[src/rtl/wdt_pkg.sv]
package wdt_pkg;

  localparam int REG_W   = 32;
  localparam int PRE_W   = 2;
  localparam int PHASE_W = 5;
  localparam int MODE_W  = 2;

  // control word layout
  localparam int EN_BIT   = 31;
  localparam int PRE_LSB  = 29;
  localparam int PH1_LSB  = 22;
  localparam int PH2_LSB  = 15;
  localparam int MODE_LSB = 0;

  // status and kick bits
  localparam int ST_WARN_BIT = 31;
  localparam int ST_RST_BIT  = 30;
  localparam int KICK_BIT    = 31;

  // word selects
  localparam logic [1:0] SEL_KICK = 2'd0;
  localparam logic [1:0] SEL_STAT = 2'd1;
  localparam logic [1:0] SEL_CTRL = 2'd2;
  localparam logic [1:0] SEL_NONE = 2'd3;

  localparam logic [MODE_W-1:0] MODE_CPU = 2'd1;

  typedef enum logic [1:0] {
    PH_IDLE  = 2'd0,
    PH_WARN  = 2'd1,
    PH_RESET = 2'd2
  } phase_e;

  typedef struct packed {
    logic               enable;
    logic [PRE_W-1:0]   prescale;
    logic [PHASE_W-1:0] warn_lim;
    logic [PHASE_W-1:0] reset_lim;
    logic [MODE_W-1:0]  mode;
  } ctrl_t;

endpackage

[src/rtl/wdt_tick_gen.sv]
module wdt_tick_gen
  import wdt_pkg::*;
#(
  parameter int TICK_EXP = 25
) (
  input  logic             clk,
  input  logic             rst_n,
  input  logic             run,
  input  logic             restart,
  input  logic [PRE_W-1:0] prescale,
  output logic             tick
);

  localparam int PMAX  = (1 << PRE_W) - 1;
  localparam int CNT_W = TICK_EXP + PMAX;

  logic [CNT_W-1:0] cnt_q;
  logic [CNT_W-1:0] cnt_d;
  logic [CNT_W-1:0] limit;
  logic             cnt_en;

  // limit = 2^(TICK_EXP+prescale) - 1
  always_comb begin
    limit = {CNT_W{1'b1}} >> (PMAX - int'(prescale));
  end

  always_comb begin
    tick   = run && (cnt_q >= limit);
    cnt_en = run || (cnt_q != '0);
    if (!run || restart || tick) begin
      cnt_d = '0;
    end else begin
      cnt_d = cnt_q + CNT_W'(1);
    end
  end

  always_ff @(posedge clk or negedge rst_n) begin
    if (!rst_n) begin
      cnt_q <= '0;
    end else if (cnt_en) begin
      cnt_q <= cnt_d;
    end
  end


  tick_gap_chk: assert property (@(posedge clk) disable iff (!rst_n)
    tick |=> !tick);


  restart_quiet_chk: assert property (@(posedge clk) disable iff (!rst_n)
    restart |=> !tick);

endmodule

[src/rtl/wdt_phase_seq.sv]
module wdt_phase_seq
  import wdt_pkg::*;
(
  input  logic               clk,
  input  logic               rst_n,
  input  logic               enable,
  input  logic               tick,
  input  logic               kick_req,
  input  logic [PHASE_W-1:0] warn_lim,
  input  logic [PHASE_W-1:0] reset_lim,
  input  logic [MODE_W-1:0]  mode,
  output phase_e             state,
  output logic               restart,
  output logic               fire_warn,
  output logic               fire_reset,
  output logic               rst_pulse,
  output logic [MODE_W-1:0]  rst_kind
);

  phase_e             state_q, state_d;
  logic [PHASE_W-1:0] cnt_q, cnt_d;
  logic               pulse_q;
  logic [MODE_W-1:0]  kind_q, kind_d;

  always_comb begin
    state_d    = state_q;
    cnt_d      = cnt_q;
    fire_warn  = 1'b0;
    fire_reset = 1'b0;
    restart    = kick_req && (state_q != PH_IDLE);
    unique case (state_q)
      PH_IDLE: begin
        if (enable) begin
          state_d = PH_WARN;
          cnt_d   = '0;
        end
      end
      PH_WARN: begin
        if (restart) begin
          cnt_d = '0;
        end else if (!enable) begin
          state_d = PH_IDLE;
          cnt_d   = '0;
        end else if (tick) begin
          if (cnt_q >= warn_lim) begin
            fire_warn = 1'b1;
            state_d   = PH_RESET;
            cnt_d     = '0;
          end else begin
            cnt_d = cnt_q + PHASE_W'(1);
          end
        end
      end
      PH_RESET: begin
        if (restart) begin
          state_d = PH_WARN;
          cnt_d   = '0;
        end else if (tick) begin
          if (cnt_q >= reset_lim) begin
            fire_reset = 1'b1;
            state_d    = PH_IDLE;
            cnt_d      = '0;
          end else begin
            cnt_d = cnt_q + PHASE_W'(1);
          end
        end
      end
      default: begin
        state_d = PH_IDLE;
        cnt_d   = '0;
      end
    endcase
    kind_d = fire_reset ? mode : kind_q;
  end

  always_ff @(posedge clk or negedge rst_n) begin
    if (!rst_n) begin
      state_q <= PH_IDLE;
      cnt_q   <= '0;
      pulse_q <= 1'b0;
      kind_q  <= MODE_CPU;
    end else begin
      state_q <= state_d;
      cnt_q   <= cnt_d;
      pulse_q <= fire_reset;
      kind_q  <= kind_d;
    end
  end

  assign state     = state_q;
  assign rst_pulse = pulse_q;
  assign rst_kind  = kind_q;


  rst_pulse_once_chk: assert property (@(posedge clk) disable iff (!rst_n)
    pulse_q |=> !pulse_q);


  kick_restart_chk: assert property (@(posedge clk) disable iff (!rst_n)
    restart |=> (state_q == PH_WARN) && (cnt_q == '0));


  reset_to_idle_chk: assert property (@(posedge clk) disable iff (!rst_n)
    pulse_q |-> (state_q == PH_IDLE));

endmodule

[src/rtl/wdt_regs.sv]
module wdt_regs
  import wdt_pkg::*;
(
  input  logic             clk,
  input  logic             rst_n,
  input  logic             wr_en,
  input  logic [1:0]       sel,
  input  logic [REG_W-1:0] wdata,
  input  logic             locked,
  input  logic             fire_warn,
  input  logic             fire_reset,
  output ctrl_t            ctrl,
  output logic             st_warn,
  output logic             st_reset,
  output logic             kick_req,
  output logic [REG_W-1:0] rdata
);

  ctrl_t ctrl_q, ctrl_d;
  logic  st_warn_q, st_warn_d;
  logic  st_reset_q, st_reset_d;
  logic  ctrl_wr, stat_wr;
  logic  clr_warn, clr_reset;

  always_comb begin
    ctrl_wr   = wr_en && (sel == SEL_CTRL);
    stat_wr   = wr_en && (sel == SEL_STAT);
    kick_req  = wr_en && (sel == SEL_KICK) && wdata[KICK_BIT];
    clr_warn  = stat_wr && wdata[ST_WARN_BIT];
    clr_reset = stat_wr && wdata[ST_RST_BIT];
  end

  always_comb begin
    ctrl_d = ctrl_q;
    if (ctrl_wr) begin
      ctrl_d.prescale  = wdata[PRE_LSB +: PRE_W];
      ctrl_d.warn_lim  = wdata[PH1_LSB +: PHASE_W];
      ctrl_d.reset_lim = wdata[PH2_LSB +: PHASE_W];
      ctrl_d.mode      = wdata[MODE_LSB +: MODE_W];
      // enable stays on once the warning has fired
      ctrl_d.enable    = wdata[EN_BIT] || locked || fire_warn;
    end
    if (fire_reset) begin
      ctrl_d.enable = 1'b0;
    end
    st_warn_d  = fire_warn  || (st_warn_q  && !clr_warn);
    st_reset_d = fire_reset || (st_reset_q && !clr_reset);
  end

  always_ff @(posedge clk or negedge rst_n) begin
    if (!rst_n) begin
      ctrl_q     <= '{enable: 1'b0, prescale: '0, warn_lim: '0,
                      reset_lim: '0, mode: MODE_CPU};
      st_warn_q  <= 1'b0;
      st_reset_q <= 1'b0;
    end else begin
      ctrl_q     <= ctrl_d;
      st_warn_q  <= st_warn_d;
      st_reset_q <= st_reset_d;
    end
  end

  always_comb begin
    rdata = '0;
    unique case (sel)
      SEL_STAT: begin
        rdata[ST_WARN_BIT] = st_warn_q;
        rdata[ST_RST_BIT]  = st_reset_q;
      end
      SEL_CTRL: begin
        rdata[EN_BIT]                 = ctrl_q.enable;
        rdata[PRE_LSB +: PRE_W]       = ctrl_q.prescale;
        rdata[PH1_LSB +: PHASE_W]     = ctrl_q.warn_lim;
        rdata[PH2_LSB +: PHASE_W]     = ctrl_q.reset_lim;
        rdata[MODE_LSB +: MODE_W]     = ctrl_q.mode;
      end
      default: rdata = '0;
    endcase
  end

  assign ctrl     = ctrl_q;
  assign st_warn  = st_warn_q;
  assign st_reset = st_reset_q;


  lock_hold_chk: assert property (@(posedge clk) disable iff (!rst_n)
    locked |-> ctrl_q.enable);


  warn_sticky_chk: assert property (@(posedge clk) disable iff (!rst_n)
    (st_warn_q && !clr_warn) |=> st_warn_q);


  reset_sticky_chk: assert property (@(posedge clk) disable iff (!rst_n)
    (st_reset_q && !clr_reset) |=> st_reset_q);

endmodule

[src/rtl/wdog_twophase.sv]
module wdog_twophase
  import wdt_pkg::*;
#(
  parameter int TICK_EXP = 25,
  parameter int ADDR_W   = 4
) (
  input  logic              clk,
  input  logic              rst_n,
  input  logic              reg_wr,
  input  logic [ADDR_W-1:0] reg_addr,
  input  logic [31:0]       reg_wdata,
  output logic [31:0]       reg_rdata,
  output logic              warn_irq,
  output logic              phase2_flag,
  output logic              rst_req,
  output logic [1:0]        rst_kind
);

  localparam int SEL_W = ADDR_W - 2;

  logic [SEL_W-1:0] word;
  logic [1:0]       sel;
  ctrl_t            ctrl;
  phase_e           state;
  logic             tick, restart, fire_warn, fire_reset, kick_req;
  logic             run;

  always_comb begin
    word = reg_addr[ADDR_W-1:2];
    sel  = (word > SEL_W'(2)) ? SEL_NONE : word[1:0];
    run  = (state != PH_IDLE);
  end

  wdt_regs u_regs (
    .clk        (clk),
    .rst_n      (rst_n),
    .wr_en      (reg_wr),
    .sel        (sel),
    .wdata      (reg_wdata),
    .locked     (state == PH_RESET),
    .fire_warn  (fire_warn),
    .fire_reset (fire_reset),
    .ctrl       (ctrl),
    .st_warn    (warn_irq),
    .st_reset   (phase2_flag),
    .kick_req   (kick_req),
    .rdata      (reg_rdata)
  );

  wdt_tick_gen #(.TICK_EXP(TICK_EXP)) u_tick (
    .clk      (clk),
    .rst_n    (rst_n),
    .run      (run),
    .restart  (restart),
    .prescale (ctrl.prescale),
    .tick     (tick)
  );

  wdt_phase_seq u_seq (
    .clk        (clk),
    .rst_n      (rst_n),
    .enable     (ctrl.enable),
    .tick       (tick),
    .kick_req   (kick_req),
    .warn_lim   (ctrl.warn_lim),
    .reset_lim  (ctrl.reset_lim),
    .mode       (ctrl.mode),
    .state      (state),
    .restart    (restart),
    .fire_warn  (fire_warn),
    .fire_reset (fire_reset),
    .rst_pulse  (rst_req),
    .rst_kind   (rst_kind)
  );


  req_flag_chk: assert property (@(posedge clk) disable iff (!rst_n)
    rst_req |-> phase2_flag);


  req_disables_chk: assert property (@(posedge clk) disable iff (!rst_n)
    rst_req |-> !ctrl.enable);


  warn_from_phase1_chk: assert property (@(posedge clk) disable iff (!rst_n)
    $rose(warn_irq) |-> ($past(state) == PH_WARN));

endmodule

[config.mk]
export PLATFORM = sky130hd
export DESIGN_NAME = wdog_twophase
export DESIGN_NICKNAME = d
export VERILOG_FILES = /design/src/rtl/wdt_pkg.sv /design/src/rtl/wdt_tick_gen.sv /design/src/rtl/wdt_phase_seq.sv /design/src/rtl/wdt_regs.sv /design/src/rtl/wdog_twophase.sv
export SDC_FILE = /design/constraint.sdc
export NUM_CORES = 1
export LEC_CHECK = 0
export ABC_AREA = 1
export BUFFER_PORTS_ARGS = -buffer_cell sky130_fd_sc_hd__buf_2
export CORE_AREA = 2 2 74 105
export CTS_BUF_LIST = sky130_fd_sc_hd__clkbuf_8
export DETAILED_ROUTE_END_ITERATION = 8
export DIE_AREA = 0 0 76 107
export GPL_TIMING_DRIVEN = 0
export PLACE_DENSITY = 0.77
export SETUP_SLACK_MARGIN = 0.1
export SYNTH_ARGS = -nofsm -noshare
export SYNTH_HDL_FRONTEND = slang
export SYNTH_SLANG_ARGS = --single-unit
export TNS_END_PERCENT = 30
[constraint.sdc]
create_clock -name clk -period 1.97 [get_ports clk]
set_input_delay 0.394 -clock clk [delete_from_list [all_inputs] [get_ports clk]]
set_output_delay 0.394 -clock clk [all_outputs]
set_load 0.02 [all_outputs]
==> results.toml <==
[status]
status = "finished clean"

[global_route]
grt_pass1_wl_um = 13330
gr-usage-all-layers_pct = 20.12
top_usage_layer = "met2"
grt_max_degree = 56
grt_pass1_vias = 3149
use_met3_pct = 2.609
antenna_found_initial = 0
gr-usage-met1_pct = 20.81
gr-usage-met2_pct = 39.67
overflow = 0

[synth]
netlist_top_cells_area = "dfrtp_1, nand2_1, ha_1"
avgSynthCellArea_um2 = 7.624
synth_edf_count = 0
yosysSeqAreaShare_pct = 39.23
synth_top_area_cell = "dfrtp_1"
netlist_area_um2 = 3515
synthArstFlopShare_pct = 100.0
synth_top_area_share_pct = 37.74
synth_cell_types = 38
yosysWarnings = 0
synth_ff_type = "dfrtp_1"
syn_inst = 461
synth-seq-cells = 55

[placed_design]
port_buffers = 39
place.gp.congestion = 0.9104
dp.final_hpwl_um = 6041
dp_slack_ns = -0.2436

[power_and_ir_drop]
p_leak_nw = 2.238
swShare_pct = 39.63
power.switching_mw = 1.428
internal_power_mw = 2.175
p_clk_share_pct = 17.7
powerDensity_nw_per_um2 = 841.5
vdd_drop_max_mv = 0.3655
power_frac_seq_pct = 38.9
combPwrFrac_pct = 43.3
total_power_mw = 3.603

[setup_path]
crit_buf_inv = 0
startpoint_type = "register"
path_class = "reg2reg"
crit_chain = "nand2_2 -> ha_4 -> nand2_1 -> nor2_2 -> nand2_1 -> nor2_2 -> nand2_2 -> nand2_4 -> nand3_2 -> or2_4 -> a21oi_2"
critPathSlowestCell = "dfrtp_1"
critPathArrivalTime_ns = 2.12
cpPeakStageDelay_ns = 0.44
endpoint_kind = "register"
crit_required_ns = 2.21
critPathTopFamily = "simple AND/OR/NAND/NOR gates"
path_max_fanout = 4

[floorplanning]
fp-row-count = 37
start_util_pct = 48.98
io_pins = 76
core_area_um2 = 7176
die_w_um = 76
die_y_um = 107
dieArea_um2 = 8132

[clocking]
cts_tree = "yes"
postCtsHoldBufs = 0
clkTransAtPathRegs_ns = 0.10
h-tree-depth = 2
clock-sinks = 55
numCtsBuffers = 5
root_buffer = "clkbuf_8"
cts_buffer_depth = 2
insertion_delay_ns = 0.31

[finish]
fill_cells = 627
area_growth_pct = 21.82
antenna_cells = 0
fin_nets = 604
drive_above_1_share_pct = 24.68

[detailed_routing]
drc_errors = 0
drtPass1Iterations = 4
wl_um = 8366
num_vias = 3205
via_per_inst = 5.008
ant_nets = 0
dr.first_iter.drc_count = 163
post_drt_wl_per_cell_um = 13.07

[sta]
fin_skew_ns = 0.009622
hold_viol = 0
slew_violations = 0
fin_setup_tns_ns = 0
setup_slack_ns = 0.09697
setup_viol = 0
rsz0062_at_grt = "true"
finalCritPeriodShare_pct = 95.08
fin_crit_ns = 1.873
fmax_ghz = 0.5339

[worst_hold_path]
hold_class = "in2async"

[flow_run]
drv_cap = 0
area by class of cell:
cell class / instances / area (µm²) / area share, %
clock buffers: 6 / 82.58 / 1.929
well taps: 97 / 121.4 / 2.835
flip-flops and latches: 55 / 1379 / 32.20
clock inverters: 2 / 8.758 / 0.2046
repair buffers: 56 / 340.3 / 7.949
inverters: 71 / 266.5 / 6.224
multi-input cells: 331 / 1924 / 44.94
plain buffers: 22 / 158.9 / 3.711
registers in the layout, indices dropped and copies added (netlist names):
name,cells
u_regs.st_warn,1
u_regs.st_reset,1
u_seq.rst_kind,2
u_regs.ctrl,15
u_seq.cnt_q,5
u_seq.rst_pulse,1
u_seq.state,2
u_tick.cnt_q,28
power groups by stage:
stage / combinational, mW / sequential [mW] / clock (mW)
3_3_place_gp: 1.13 / 1.41 / 0
6_report: 1.56 / 1.40 / 0.638
3_5_place_dp: 1.18 / 1.42 / 0
4_1_cts: 1.31 / 1.40 / 0.665
2_1_floorplan: 0.871 / 1.38 / 0
5_1_grt: 1.75 / 1.42 / 0.706
stage by stage:
step	util, %	std cells	cell area, µm²	hold WS [ns]
floorplan	-	477	3575	0.09841
global placement	54.23	613	3891	0.4570
detailed placement	54.23	613	3891	0.4713
CTS	56.53	627	4056	0.2628
global route	59.67	640	4282	0.04245
finish	59.67	640	4282	0.02324
kinds of logic (layout without fill, tap and decap cells):
kind of cell,after synthesis,in the layout,synth area share [%]
AND/OR/NAND/NOR,228,230,30.05
buffers and inverters,93,157,11.78
other,1,17,0.1067
AO/OA/AOI/OAI,50,50,7.903
adder cells (fa/ha/maj),23,23,8.188
XOR/XNOR,11,11,2.741
flip-flops,55,55,39.23
cells in the mapped netlist, types with 4 or more instances:
library cell	count
a21oi_1	16
buf_4	17
clkbuf_1	4
dfrtp_1	53
ha_1	23
inv_1	68
nand2_1	100
nand2_2	8
nand3_1	27
nand4_1	9
nor2_1	50
nor3_1	13
o21ai_0	14
o21ai_1	9
xor2_1	11
layout by cell type (no fill, tap or decap), types with 2 or more instances in the layout:
cell	instances
buf_4	30
nand2_1	97
nor3_1	11
xor2_1	11
nor2_1	47
dfstp_2	2
ha_4	2
nand3_1	26
a21boi_0	3
buf_2	39
clkbuf_1	2
buf_6	3
nand2_2	9
nand4_1	9
o21ai_1	10
nand3_2	3
a31oi_1	2
conb_1	17
o21ai_0	11
dfrtp_1	53
inv_1	67
clkbuf_8	6
nor2_4	4
a21oi_1	15
clkbuf_2	2
nor3b_1	2
a21oi_2	2
nand2_4	5
o21bai_1	2
inv_2	5
nor2_2	5
nor3_2	4
ha_1	20
metal layers:
layer,wire length [µm],vias to the layer above
met4,195,0
met5,0,-
met1,3176,1501
met2,4719,83
met3,274,17
li1,-,1604
final timing paths:
path                            startpoint               to  slack, ns  depth (start not counted)
setup / recovery           u_regs.ctrl[13]  u_regs.ctrl[14]        0.1                         11
hold / removal                       rst_n   u_regs.ctrl[8]       0.02                          1
setup reg to reg           u_regs.ctrl[13]  u_regs.ctrl[14]        0.1                         11
hold reg to reg             u_regs.ctrl[0]   u_regs.ctrl[0]       0.49                          2
max in group asynchronous            rst_n   u_seq.cnt_q[2]       1.39                          2
min in group clk              reg_wdata[0]   u_regs.ctrl[0]       0.27                          3
timing repair:
item | 4_1_cts | 5_1_grt
setup buffers | 6 | 10
pin swaps | 2 | 10
endpoints found under the setup margin | 42 | 63
endpoints found under the hold margin | 0 | 0
gates resized for setup | 7 | 32
cloned | 0 | 2
Note: power is estimated with default switching activity, not from simulation.
